### config.mk
export PLATFORM = sky130hd
export DESIGN_NAME = flash_prot_gate
export DESIGN_NICKNAME = d
export VERILOG_FILES = /design/src/rtl/flash_prot_pkg.sv /design/src/rtl/prot_window_cmp.sv /design/src/rtl/preg_ctrl.sv /design/src/rtl/hven_gate.sv /design/src/rtl/flash_prot_gate.sv
export SDC_FILE = /design/constraint.sdc
export NUM_CORES = 1
export LEC_CHECK = 0
export ABC_AREA = 1
export ABC_CLOCK_PERIOD_IN_PS = 3820
export BUFFER_PORTS_ARGS = -buffer_cell sky130_fd_sc_hd__buf_2
export CAP_MARGIN = 10
export CELL_PAD_IN_SITES_DETAIL_PLACEMENT = 1
export CELL_PAD_IN_SITES_GLOBAL_PLACEMENT = 1
export CORE_UTILIZATION = 31
export CTS_CLUSTER_SIZE = 8
export DETAILED_ROUTE_END_ITERATION = 10
export GPL_TIMING_DRIVEN = 0
export PLACE_DENSITY = 0.84
export SETUP_SLACK_MARGIN = 0.4
export SLEW_MARGIN = 10
export SYNTH_ARGS = -nofsm -noshare
export SYNTH_HDL_FRONTEND = slang
export SYNTH_SLANG_ARGS = --single-unit
### constraint.sdc
create_clock -name clk -period 3.82 [get_ports clk]
set_input_delay 0 -clock clk [delete_from_list [all_inputs] [get_ports clk]]
set_output_delay 0 -clock clk [all_outputs]
set_load 0.05 [all_outputs]
### src/rtl/flash_prot_pkg.sv
package flash_prot_pkg;
  typedef enum logic [1:0] {
    OP_NONE  = 2'd0,
    OP_PROG  = 2'd1,
    OP_PAGE  = 2'd2,
    OP_MASS  = 2'd3
  } flash_op_e;
endpackage

### src/rtl/prot_window_cmp.sv
module prot_window_cmp #(
  parameter int ADDR_W = 16,
  parameter int PROT_W = 8
) (
  input  logic [PROT_W-1:0] preg,
  input  logic [ADDR_W-1:0] addr,
  output logic              open_all,
  output logic              in_window
);
  localparam int LOW_W = ADDR_W - PROT_W;

  logic [ADDR_W-1:0] start_addr;

  always_comb begin
    open_all   = &preg;
    start_addr = {preg, {LOW_W{1'b0}}};
    in_window  = !open_all && (addr >= start_addr);
  end
endmodule

### src/rtl/preg_ctrl.sv
module preg_ctrl #(
  parameter int PROT_W = 8
) (
  input  logic              clk,
  input  logic              rst_n,
  input  logic              wr_en,
  input  logic [PROT_W-1:0] wr_data,
  input  logic              erase,
  input  logic              test_hv,
  output logic [PROT_W-1:0] preg_q,
  output logic              locked,
  output logic              drop
);
  localparam logic [PROT_W-1:0] OPEN_VAL = {PROT_W{1'b1}};

  logic allow;
  logic touch;

  always_comb begin
    locked = (preg_q != OPEN_VAL);
    allow  = !locked || test_hv;
    touch  = wr_en || erase;
    drop   = touch && !allow;
  end

  always_ff @(posedge clk or negedge rst_n) begin
    if (!rst_n) begin
      preg_q <= OPEN_VAL;
    end else if (touch && allow) begin
      if (erase) preg_q <= OPEN_VAL;
      else       preg_q <= wr_data;
    end
  end
endmodule

### src/rtl/hven_gate.sv
module hven_gate
  import flash_prot_pkg::*;
(
  input  logic      clk,
  input  logic      rst_n,
  input  flash_op_e op,
  input  logic      req_en,
  input  logic      req_val,
  input  logic      locked,
  input  logic      in_window,
  input  logic      reg_drop,
  input  logic      viol_clr,
  output logic      hven,
  output logic      viol
);
  logic blocked;
  logic set_req;
  logic refuse;
  logic grant;

  always_comb begin
    blocked = (op == OP_MASS) ? locked : in_window;
    set_req = req_en && req_val && (op != OP_NONE);
    refuse  = set_req && blocked;
    grant   = set_req && !blocked;
  end

  always_ff @(posedge clk or negedge rst_n) begin
    if (!rst_n) begin
      hven <= 1'b0;
    end else if (req_en && !req_val) begin
      hven <= 1'b0;
    end else if (grant) begin
      hven <= 1'b1;
    end
  end

  always_ff @(posedge clk or negedge rst_n) begin
    if (!rst_n) begin
      viol <= 1'b0;
    end else if (refuse || reg_drop) begin
      viol <= 1'b1;
    end else if (viol_clr) begin
      viol <= 1'b0;
    end
  end
endmodule

### src/rtl/flash_prot_gate.sv
module flash_prot_gate
  import flash_prot_pkg::*;
#(
  parameter int ADDR_W = 16,
  parameter int PROT_W = 8
) (
  input  logic              clk,
  input  logic              rst_n,
  input  logic [1:0]        op_sel,
  input  logic [ADDR_W-1:0] tgt_addr,
  input  logic              hven_wr_en,
  input  logic              hven_wr_val,
  input  logic              test_hv,
  input  logic              preg_wr_en,
  input  logic [PROT_W-1:0] preg_wr_data,
  input  logic              preg_erase,
  input  logic              viol_clr,
  output logic [PROT_W-1:0] preg_q,
  output logic              hven,
  output logic              prot_viol
);
  logic      locked;
  logic      reg_drop;
  logic      open_all;
  logic      in_window;
  flash_op_e op;

  assign op = flash_op_e'(op_sel);

  preg_ctrl #(.PROT_W(PROT_W)) u_preg (
    .clk     (clk),
    .rst_n   (rst_n),
    .wr_en   (preg_wr_en),
    .wr_data (preg_wr_data),
    .erase   (preg_erase),
    .test_hv (test_hv),
    .preg_q  (preg_q),
    .locked  (locked),
    .drop    (reg_drop)
  );

  prot_window_cmp #(.ADDR_W(ADDR_W), .PROT_W(PROT_W)) u_cmp (
    .preg      (preg_q),
    .addr      (tgt_addr),
    .open_all  (open_all),
    .in_window (in_window)
  );

  hven_gate u_gate (
    .clk       (clk),
    .rst_n     (rst_n),
    .op        (op),
    .req_en    (hven_wr_en),
    .req_val   (hven_wr_val),
    .locked    (locked),
    .in_window (in_window),
    .reg_drop  (reg_drop),
    .viol_clr  (viol_clr),
    .hven      (hven),
    .viol      (prot_viol)
  );
endmodule

# After elaboration in Yosys (flattened, before gate mapping)
# Cells that the tools add are included.
# W data, S select, Z words.
[word_totals]
register_bits = 10
input_bits = 34
out_inout_bits = 10
word_cells = 32
[op_classes]
order_cmp = 1
n_eq_ne = 2
mux = 6
reduce_logical = 20
[op_table]
columns = ["operator", "count"]
rows = [
  ["$ge A16 B16 Y1", 1],
  ["$logic_and A1 B1 Y1", 8],
  ["$mux W8", 1],
  ["$ne A8 B8 Y1 const B", 1],
  ["$reduce_and A8 Y1", 1],
  ["$reduce_bool A2 Y1", 3],
  ["$logic_not A1 Y1", 5],
  ["$mux W1", 5],
  ["$logic_or A1 B1 Y1", 3],
  ["$eq A2 B2 Y1 const B", 1],
]

# Longest topological paths before layout
# Gate-level depths: netlist of run 1.
[logic_depth]
ltp_word = 8
mapped_depth = 12
mapped_depth_nobuf = 12

# Hierarchy
# A second synthesis of run 1 with hierarchy kept.
[unflattened]
cells_unflattened = 131
hier_area_um2 = 883.3
[by_module_without_submodules]
columns = ["module", "instances", "cells_each", "area_per_inst_um2", "seq_area_each_um2"]
rows = [
  ["preg_ctrl", 1, 54, 452.9, 210.2],
  ["prot_window_cmp", 1, 55, 297.8, 0.0],
  ["hven_gate", 1, 22, 132.6, 50.0],
]

# Worst setup path before layout of run 1
# Ideal clock, no wire load.
[synth_path]
kind = "reg2reg"
from = "reg u_preg.preg_q[2]"
to = "reg u_gate.hven"
setup_time_ns = 0.121
t_arrival_ns = 1.535
t_required_ns = 3.699
slack_ns = 2.165
path_stages_with_launch = 12
n_path_buf = 0
period_less_slack_ns = 1.655
cell_sequence = "dfstp_2 > inv_1 > ha_1 > nand2_1 > inv_1 > nand2_1 > nor2_1 > nand2_1 > nand3_1 > nand2_1 > nand2_1 > nand2_1"
[synth_between]
elab_chain_len = 7
elab_cells_between_ends = 9
classes_between = "order compare: 1; eq/ne: 1; mux: 1; reduce/logical: 6"
[synth_rtl]
columns = ["item", "line_no", "text"]
rows = [
  ["from (decl)", "preg_ctrl.sv:10", "output logic [PROT_W-1:0] preg_q,"],
  ["from (signal assigned)", "preg_ctrl.sv:31", "else preg_q <= wr_data;"],
  ["parallel branches: the longest is 3 deep, another holds $ge A16 B16 Y1", "n/a", ""],
  ["$mux W1 (*)", "hven_gate.sv:22", "blocked = (op == OP_MASS) ? locked : in_window;"],
  ["$logic_not A1 Y1 (*)", "hven_gate.sv:25", "grant = set_req && !blocked;"],
  ["$logic_and A1 B1 Y1 (*)", "hven_gate.sv:25", ""],
  ["$reduce_bool A2 Y1 (no source line) (*)", "n/a", ""],
  ["to (signal assigned)", "hven_gate.sv:30", "hven <= 1'b0;"],
  ["to (signal assigned)", "hven_gate.sv:32", "hven <= 1'b0;"],
  ["to (signal assigned)", "hven_gate.sv:34", "hven <= 1'b1;"],
  ["to (decl)", "hven_gate.sv:13", "output logic hven,"],
]
# Mark *: on every way between the ends.
# A chain may end at the register's enable or synchronous reset.

# Worst setup path after layout of run 1
# Ends and elaborated chain as after synthesis.

==> results of run 1 <==
[worst max path at each step]
stage	start	slack, ps	endpoint	cells past startpoint
2_1_floorplan	u_preg.preg_q[2]	2160	u_gate.hven	11
3_3_place_gp	u_preg.preg_q[7]	2260	u_gate.hven	11
3_5_place_dp	u_preg.preg_q[7]	2230	u_gate.hven	11
4_1_cts	u_preg.preg_q[2]	2210	u_gate.hven	11
5_1_grt	u_preg.preg_q[7]	2080	u_gate.hven	11
6_report	u_preg.preg_q[2]	2240	u_gate.hven	11
[stage by stage]
stage          power (uW)  hold WS, ps
2_1_floorplan         264         -296
3_3_place_gp          307         -130
3_5_place_dp          315         -123
4_1_cts               416        0.112
5_1_grt               439         2.03
6_report              413        -5.12
[layout make-up]
type | instances | area [um^2] | share of cell area
Inverter | 19 | 71.3 | 0.0630
Multi-Input combinational cell | 77 | 450 | 0.398
Buffer | 2 | 16.3 | 0.0144
Sequential cell | 10 | 260 | 0.230
Timing Repair Buffer | 47 | 260 | 0.230
Clock buffer | 4 | 36.3 | 0.0320
Tap cell | 30 | 37.5 | 0.0331
[logic make-up after synthesis]
kind of cell / share of synthesized area
buffers and inverters: 0.110
AND/OR/NAND/NOR: 0.307
AO/OA/AOI/OAI: 0.132
flip-flops: 0.326
adder cells (fa/ha/maj): 0.125
[tightest hold or removal path, stage by stage]
cell	delay (ps)
buf_2	80
nor2_1	40
o21ai_2	110
[sequential cells by signal, indices dropped and copies added, names as in the netlist]
register,count
u_preg.preg_q,8
u_gate.hven,1
u_gate.viol,1
[per-layer routing]
layer / up-vias / share of wire / track usage
met1: 367 / 0.42 / 0.185
met2: 30 / 0.53 / 0.327
li1: 434 / - / -
met5: - / 0 / 0
met3: 5 / 0.038 / 0.00870
met4: 0 / 0.015 / 0.0702
[cell usage in the layout, fill, tap and decap left out]
cell,instances
buf_2,43
nand2_1,30
nor2_1,16
inv_1,14
o21ai_2,8
ha_1,8
dfstp_2,8
inv_2,5
dlygate4sd3_1,5
a21oi_1,3
nand3_1,3
clkbuf_4,3
nor3_2,2
nand2_4,2
dfrtp_1,2
o211a_1,1
nand2_2,1
or2_4,1
o21ai_1,1
o21ai_0,1
buf_6,1
clkbuf_8,1
[power by group through the flow]
stage | sequential (uW) | clock, uW | combinational, uW
final | 142 | 97.7 | 174
after global routing | 145 | 103 | 191
after CTS | 142 | 98.0 | 177
after detailed placement | 143 | 0 | 172
after global placement | 142 | 0 | 165
after floorplan | 194 | 0 | 70.3
[cell usage after synthesis]
| cell type | instances |
|---|---|
| a21oi_1 | 3 |
| buf_2 | 1 |
| buf_6 | 1 |
| dfrtp_1 | 2 |
| dfstp_2 | 8 |
| ha_1 | 8 |
| inv_1 | 14 |
| inv_2 | 5 |
| nand2_1 | 30 |
| nand2_2 | 1 |
| nand2_4 | 2 |
| nand3_1 | 3 |
| nor2_1 | 16 |
| nor3_2 | 2 |
| o211a_1 | 1 |
| o21ai_0 | 1 |
| o21ai_1 | 1 |
| o21ai_2 | 8 |
| or2_4 | 1 |
==> results.py, run 1 <==
metrics = {
    "outcome": {
        "status": "complete, but fails checks",
        "violations": "hold timing",
    },
    "sta": {
        "finalCritPeriodShare": 0.415,
        "min_period_ps": 1580,
        "fin_setup_tns_ps": 0,
        "rsz0062_at_grt": "false",
        "whs_ps": -5.12,
        "finalWorstSetupSlack_ps": 2240,
        "setup_viol": 0,
        "slew_viol_final": 0,
        "max_freq_mhz": 632,
        "skew_ps": 1.60,
        "worst_pin_slew_ps": 232,
        "hold_viol_final": 3,
        "max_slew_margin": 0.844,
    },
    "global_route": {
        "grt_pass1_vias": 865,
        "grt_max_degree": 11,
        "antenna_found_initial": 0,
        "grt_pass1_wl_mm": 3.47,
        "grt.overflow.total": 0,
        "grtUsageTotal": 0.168,
    },
    "setup_path": {
        "cp_top_family": "flip-flops",
        "path_common_cell": "nand2_1",
        "rr_worst_depth": 11,
        "cp_cell_sequence": "inv_1, ha_1, nand2_1, inv_1, nand2_1, nor2_1, nand2_1, nand3_1, nand2_1, nand2_1, nand2_1",
        "r2r-start": "u_preg.preg_q[2]",
        "slowest_delay_ps": 560,
        "worstSetupPathType": "reg2reg",
        "r2r-end": "u_gate.hven",
        "startpoint_type": "register",
        "crit_required_ps": 3970,
        "critical_path.max_fanout": 3,
        "arrival_ps": 1740,
        "cp-end-kind": "register",
        "r2r_setup_slack_ps": 2240,
        "crit_buf_inv": 2,
        "cp_slowest_cell": "dfstp_2",
    },
    "power_and_ir_drop": {
        "power_density_nw_per_um2": 365,
        "peakVddDrop_mv": 0.232,
        "seqPwrFrac": 0.343,
        "p_leak_uw": 0.000657,
        "clkPwrFrac": 0.236,
        "p_sw_frac": 0.406,
        "p_int_uw": 245,
        "combPwrFrac": 0.421,
        "p_sw_uw": 168,
    },
    "floorplan": {
        "initial_core_util": 0.325,
        "dieArea_um2": 2780,
        "num_rows": 18,
        "dieHeight_um": 52.7,
        "ios": 44,
        "core_area_um2": 2450,
        "die_x_um": 52.7,
    },
    "yosys": {
        "mappedNetlistArea_um2": 798,
        "synthDistinctLibCells": 19,
        "syn_nets": 150,
        "synthDominantCellAreaShare": 0.263,
        "ys_warn_count": 0,
        "syn_avg_cell_area_um2": 7.39,
        "ys_ff_latch": 10,
        "seq_area_frac_synth": 0.326,
        "synth_cells": 108,
        "yosys.area.top_type": "dfstp_2",
        "synth_area_leaders": "dfstp_2, nand2_1, ha_1",
    },
    "placement": {
        "dpl.cell_count": 180,
        "gp_congestion": 0.685,
        "dp_slack_ps": 2230,
        "placed_area_um2": 1050,
        "port_buffers": 42,
        "hpwl_mm": 1.76,
    },
    "clocking": {
        "cts.sink_count": 10,
        "clockBufferDepth": 2,
        "cts.repair.resized": 0,
        "htreeDepth": 1,
        "cts_made_buffers": 3,
        "insertion_delay_ps": 270,
        "clkTransAtPathRegs_ps": 70,
        "cts_setup_buffers": 0,
        "cts-root-buf": "clkbuf_4",
        "cts_hold_buf": 5,
        "tritoncts": "done",
    },
    "routing": {
        "drt_first_pass_iters": 2,
        "drcViolationCount": 0,
        "routed_wl_mm": 2.16,
        "num_vias": 836,
        "avgViaCountPerCell": 4.42,
        "drt_iter0_markers": 5,
        "post_drt_wl_per_cell_um": 11.4,
        "ant_nets": 0,
    },
    "finish": {
        "design_area_um2": 1130,
        "n_fill_cell": 333,
        "diodes": 0,
        "finalNonFillerCells": 189,
        "drive_above_1_share": 0.472,
        "syn2layout_area_growth_pct": 41.8,
        "finalCoreUtilization": 0.461,
        "finalNetCount": 202,
    },
    "job": {
        "cap_violations": 0,
    },
    "hold_path": {
        "hold_start": "preg_wr_data[7]",
        "hold_path_class": "in2reg",
        "min_to": "u_preg.preg_q[7]",
        "hold_depth": 3,
    },
}
No activity file was read; power rests on OpenSTA's default activity.
==> run 2, diff against run 1 <==
--- a/config.mk
+++ b/config.mk
@@ -6,16 +6,16 @@
 export NUM_CORES = 1
 export LEC_CHECK = 0
 export ABC_AREA = 1
-export ABC_CLOCK_PERIOD_IN_PS = 3820
+export ABC_CLOCK_PERIOD_IN_PS = 1350
 export BUFFER_PORTS_ARGS = -buffer_cell sky130_fd_sc_hd__buf_2
 export CAP_MARGIN = 10
 export CELL_PAD_IN_SITES_DETAIL_PLACEMENT = 1
 export CELL_PAD_IN_SITES_GLOBAL_PLACEMENT = 1
-export CORE_UTILIZATION = 31
+export CORE_UTILIZATION = 26
 export CTS_CLUSTER_SIZE = 8
 export DETAILED_ROUTE_END_ITERATION = 10
 export GPL_TIMING_DRIVEN = 0
-export PLACE_DENSITY = 0.84
+export PLACE_DENSITY = 0.75
 export SETUP_SLACK_MARGIN = 0.4
 export SLEW_MARGIN = 10
 export SYNTH_ARGS = -nofsm -noshare
==> constraint.sdc (replaced) <==
create_clock -name clk -period 1.35 [get_ports clk]
set_input_delay 0 -clock clk [delete_from_list [all_inputs] [get_ports clk]]
set_output_delay 0 -clock clk [all_outputs]
set_load 0.05 [all_outputs]
==> results.py, run 2 (synthesis gave the netlist of run 1 again) <==
metrics = {
    "outcome": {
        "status": "complete, but fails checks",
        "violations": "DRC, hold timing, setup timing",
    },
    "sta": {
        "rsz0062_at_grt": "true",
        "max_slew_margin": 0.829,
        "hold_viol_final": 1,
        "min_period_ps": 1610,
        "max_freq_mhz": 623,
        "finalWorstSetupSlack_ps": -255,
        "whs_ps": -11.1,
        "skew_ps": 5.64,
        "slew_viol_final": 0,
        "finalCritPeriodShare": 1.19,
        "setup_viol": 10,
        "worst_pin_slew_ps": 259,
    },
    "global_route": {
        "grt_pass1_vias": 1087,
        "grt_pass1_wl_mm": 4.83,
        "grt.overflow.total": 0,
        "grtUsageTotal": 0.192,
        "grt_max_degree": 11,
        "antenna_found_initial": 0,
    },
    "hold_path": {
        "hold_path_class": "in2reg",
    },
    "finish": {
        "area.sequential_um2": 260,
        "multi_input_area_um2": 596,
        "largest_reg_flops": 8,
        "finalNonFillerCells": 213,
        "n_fill_cell": 332,
        "reg_top3": "u_preg.preg_q: 8 flops, u_gate.hven: 1 flops, u_gate.viol: 1 flops",
        "syn2layout_area_growth_pct": 98.9,
        "final_cell_mix": "buf_2, nand2_1, nor2_1",
        "finalCoreUtilization": 0.561,
        "finalNetCount": 225,
        "diodes": 0,
        "final_common_cell": "buf_2",
        "drive_above_1_share": 0.665,
        "top_register": "u_preg.preg_q",
    },
    "routing": {
        "drt_first_pass_iters": 6,
        "post_drt_wl_per_cell_um": 16.0,
        "met2_length_mm": 1.78,
        "maxUsedRoutingLayer": "met4",
        "drt_iter0_markers": 15,
        "routed_wl_mm": 3.40,
        "num_vias": 985,
        "avgViaCountPerCell": 4.62,
        "dr_wl_met3_um": 138,
        "wl_met1_mm": 1.36,
        "ant_nets": 0,
        "drcViolationCount": 3,
    },
    "floorplan": {
        "ios": 44,
        "initial_core_util": 0.282,
        "die_x_um": 57.4,
        "dieArea_um2": 3300,
        "core_area_um2": 2830,
        "num_rows": 19,
        "dieHeight_um": 57.4,
    },
    "placement": {
        "port_buffers": 42,
        "dp_slack_ps": -238,
        "gp_congestion": 0.676,
        "hpwl_mm": 1.80,
        "dpl.cell_count": 181,
    },
    "clocking": {
        "tritoncts": "done",
        "htreeDepth": 1,
        "clockBufferDepth": 2,
        "cts.sink_count": 10,
        "cts_made_buffers": 3,
        "insertion_delay_ps": 290,
        "cts-root-buf": "clkbuf_4",
        "clkTransAtPathRegs_ps": 70,
    },
    "setup_path": {
        "startpoint_type": "register",
        "critical_path.max_fanout": 3,
        "crit_required_ps": 1520,
        "cp-end-kind": "register",
        "arrival_ps": 1780,
        "worstSetupPathType": "reg2reg",
    },
    "power_and_ir_drop": {
        "power_density_nw_per_um2": 943,
        "p_leak_uw": 0.000819,
        "peakVddDrop_mv": 0.725,
    },
    "job": {
        "cap_violations": 0,
    },
}
run 2: timing repair:
action,CTS,global route
cloned,1,0
setup buffers,12,8
hold buffers,7,0
resized for setup,39,20
endpoints found under the setup margin,18,18
pin swaps,7,9
endpoints found under the hold margin,16,0
run 2: final timing paths:
kind | from | end | slack [ps] | cells past startpoint
max in group asynchronous | rst_n | u_preg.preg_q[0] | 980 | 2
setup / recovery | u_preg.preg_q[7] | u_gate.viol | -260 | 9
hold reg to reg | u_preg.preg_q[4] | u_preg.preg_q[4] | 510 | 2
setup reg to reg | u_preg.preg_q[7] | u_gate.viol | -260 | 9
min in group asynchronous | rst_n | u_gate.viol | 110 | 2
hold / removal | preg_wr_data[2] | u_preg.preg_q[2] | -10 | 3
run 2: layer usage:
metal  global-route usage  up-vias
met5                    0        -
li1                     -      480
met2                0.370       37
met1                0.204      457
met4               0.0732        0
met3               0.0317       11
run 2: cell type report:
type / count / share of cell area
inverter: 19 / 0.0449
clock buffer: 4 / 0.0165
multi-input combinational: 77 / 0.375
timing repair buffer: 70 / 0.362
buffer: 2 / 0.0126
sequential: 10 / 0.164
tap: 31 / 0.0244
run 2: power by group:
part	switching, uW	internal, uW	leakage (uW)
Clock	125	115	0.0000150
Combinational	455	399	0.000696
Sequential	38.6	364	0.000108
Total	619	878	0.000819
run 2: stage by stage:
stage / setup TNS (ps) / area, um^2 / hold WS [ps] / power (uW)
after CTS: -1500 / 1440 / 1.87 / 1350
after global routing: -2710 / 1590 / 12.0 / 1570
after global placement: -759 / 1070 / -133 / 891
after floorplan: -1970 / 820 / -296 / 763
after detailed placement: -970 / 1070 / -132 / 913
final: -2080 / 1590 / -11.1 / 1500
run 2: critical path, stage by stage (launching register included):
cell and delay, ps:
dfstp_2 560, inv_2 60, buf_4 140, nor3_4 170, nand2_2 110, buf_6 150, nand3_1 80, o21ai_1 70
inv_1 80, nand2_1 70
==> run 3, diff against run 2 <==
--- a/config.mk
+++ b/config.mk
@@ -17,7 +17,9 @@
 export GPL_TIMING_DRIVEN = 0
 export PLACE_DENSITY = 0.75
 export SETUP_SLACK_MARGIN = 0.4
+export SKIP_LAST_GASP = 1
 export SLEW_MARGIN = 10
 export SYNTH_ARGS = -nofsm -noshare
 export SYNTH_HDL_FRONTEND = slang
 export SYNTH_SLANG_ARGS = --single-unit
+export TNS_END_PERCENT = 20
==> results.py, run 3 (synthesis gave the netlist of run 1 again) <==
metrics = {
    "outcome": {
        "status": "complete, but fails checks",
        "violations": "DRC, setup timing",
    },
    "floorplan": {
        "num_rows": 19,
        "die_x_um": 57.4,
        "dieHeight_um": 57.4,
        "dieArea_um2": 3300,
        "core_area_um2": 2830,
        "ios": 44,
        "initial_core_util": 0.282,
    },
    "clocking": {
        "cts.sink_count": 10,
        "clkTransAtPathRegs_ps": 70,
        "clockBufferDepth": 2,
        "tritoncts": "done",
        "cts_made_buffers": 3,
        "insertion_delay_ps": 280,
        "cts-root-buf": "clkbuf_4",
        "htreeDepth": 1,
    },
    "power_and_ir_drop": {
        "p_sw_frac": 0.431,
        "clkPwrFrac": 0.179,
        "seqPwrFrac": 0.306,
        "p_leak_uw": 0.000725,
        "power_density_nw_per_um2": 943,
        "peakVddDrop_mv": 0.760,
        "p_sw_uw": 562,
        "p_int_uw": 742,
        "combPwrFrac": 0.515,
    },
    "placement": {
        "dp_slack_ps": -239,
        "port_buffers": 42,
        "gp_congestion": 0.762,
        "hpwl_mm": 1.88,
    },
    "job": {
        "cap_violations": 0,
    },
    "sta": {
        "slew_viol_final": 0,
        "skew_ps": 0.690,
        "finalCritPeriodShare": 1.18,
        "finalWorstSetupSlack_ps": -240,
        "min_period_ps": 1590,
        "hold_viol_final": 0,
        "max_freq_mhz": 629,
        "worst_pin_slew_ps": 280,
        "max_slew_margin": 0.814,
        "setup_viol": 10,
        "rsz0062_at_grt": "true",
    },
    "global_route": {
        "grt_max_degree": 11,
        "grt_pass1_wl_mm": 4.35,
        "grt_pass1_vias": 1043,
        "grt.overflow.total": 0,
        "grtUsageTotal": 0.168,
        "antenna_found_initial": 0,
    },
    "routing": {
        "dr_wl_met3_um": 118,
        "post_drt_wl_per_cell_um": 14.4,
        "drcViolationCount": 3,
        "routed_wl_mm": 2.91,
        "wl_met1_mm": 1.06,
        "ant_nets": 0,
        "met2_length_mm": 1.64,
        "num_vias": 948,
        "drt_iter0_markers": 18,
        "maxUsedRoutingLayer": "met4",
        "avgViaCountPerCell": 4.69,
        "drt_first_pass_iters": 8,
    },
    "setup_path": {
        "crit_required_ps": 1520,
        "cp-end-kind": "register",
        "startpoint_type": "register",
        "worstSetupPathType": "reg2reg",
        "r2r-end": "u_gate.viol",
        "rr_worst_depth": 10,
        "r2r-start": "u_preg.preg_q[4]",
        "arrival_ps": 1760,
        "critical_path.max_fanout": 3,
        "crit_path_start": "u_preg.preg_q[4]",
        "r2r_setup_slack_ps": -240,
    },
    "finish": {
        "syn2layout_area_growth_pct": 73.2,
        "top_register": "u_preg.preg_q",
        "finalCoreUtilization": 0.489,
        "drive_above_1_share": 0.620,
        "reg_top3": "u_preg.preg_q: 8 flops, u_gate.hven: 1 flops, u_gate.viol: 1 flops",
        "finalNetCount": 214,
        "final_common_cell": "buf_2",
        "largest_reg_flops": 8,
        "diodes": 0,
        "final_cell_mix": "buf_2, nand2_1, nor2_1",
        "n_fill_cell": 360,
    },
    "hold_path": {
        "hold_path_class": "in2reg",
        "min_to": "u_preg.preg_q[0]",
        "hold_depth": 3,
        "hold_start": "preg_wr_data[0]",
    },
}
run 3: cell types whose count changed in the layout (fill, tap and decap cells not counted), moves of 2 or more:
cell and change:
nand2_2 -7, buf_2 +8, buf_6 -9, dlygate4sd3_1 +2
nor2_1 -3, nor2_2 +3, nand3_1 -2, nand2_1 +7
buf_4 -4, nand3_2 +2, buf_8 -8
run 3: area by class of cell:
cell class	instances	area, um^2	share of cell area
inverters	19	73.8	0.0534
plain buffers	2	20.0	0.0145
well taps	31	38.8	0.0281
clock buffers	4	26.3	0.0190
flip-flops and latches	10	260	0.188
multi-input cells	77	582	0.421
repair buffers	59	382	0.276
run 3: power groups by stage:
stage / registers [uW] / logic [uW] / clock network (uW)
floorplan: 550 / 209 / 0
global placement: 405 / 482 / 0
detailed placement: 408 / 505 / 0
CTS: 394 / 594 / 230
global route: 403 / 729 / 248
finish: 399 / 671 / 234
run 3: how the worst max path moves through the flow:
stage / to / slack, ps / depth (start not counted)
2_1_floorplan: u_gate.hven / -280 / 11
3_3_place_gp: u_gate.hven / -210 / 11
3_5_place_dp: u_gate.hven / -240 / 11
4_1_cts: u_gate.hven / -190 / 11
5_1_grt: u_gate.hven / -320 / 11
6_report: u_gate.viol / -240 / 10
run 3: critical path, stage by stage, from the launching register on:
cell and delay (ps):
dfstp_2 570, inv_2 50, ha_1 280, nand2_1 90
inv_2 40, nand2_2 80, inv_1 50, nand2_1 80
nand3_2 110, nand3_2 80, nand2_1 60
run 3: stage by stage:
| step | instances | total power, uW | TNS (ps) | hold WS [ps] | cell area, um^2 |
|---|---|---|---|---|---|
| 4_1_cts | 201 | 1220 | -1010 | 12.2 | 1260 |
| 3_5_place_dp | 181 | 913 | -916 | -131 | 1060 |
| 5_1_grt | 202 | 1380 | -2770 | 29.3 | 1380 |
| 6_report | 202 | 1300 | -1960 | 3.98 | 1380 |
| 3_3_place_gp | 181 | 887 | -622 | -129 | 1060 |
| 2_1_floorplan | 108 | 759 | -1880 | -296 | 813 |
run 3: per-layer routing:
metal	vias to the layer above	GRT usage
li1	463	-
met1	447	0.180
met2	32	0.319
met3	6	0.0136
met4	0	0.0941
met5	-	0
run 3: what timing repair did:
action / in CTS / in global routing
hold buffers: 9 / 0
pin swaps: 5 / 7
resized for setup: 6 / 18
setup buffers: 7 / 0
setup endpoints to repair: 18 / 18
cloned: 0 / 1
endpoints found under the hold margin: 18 / 0
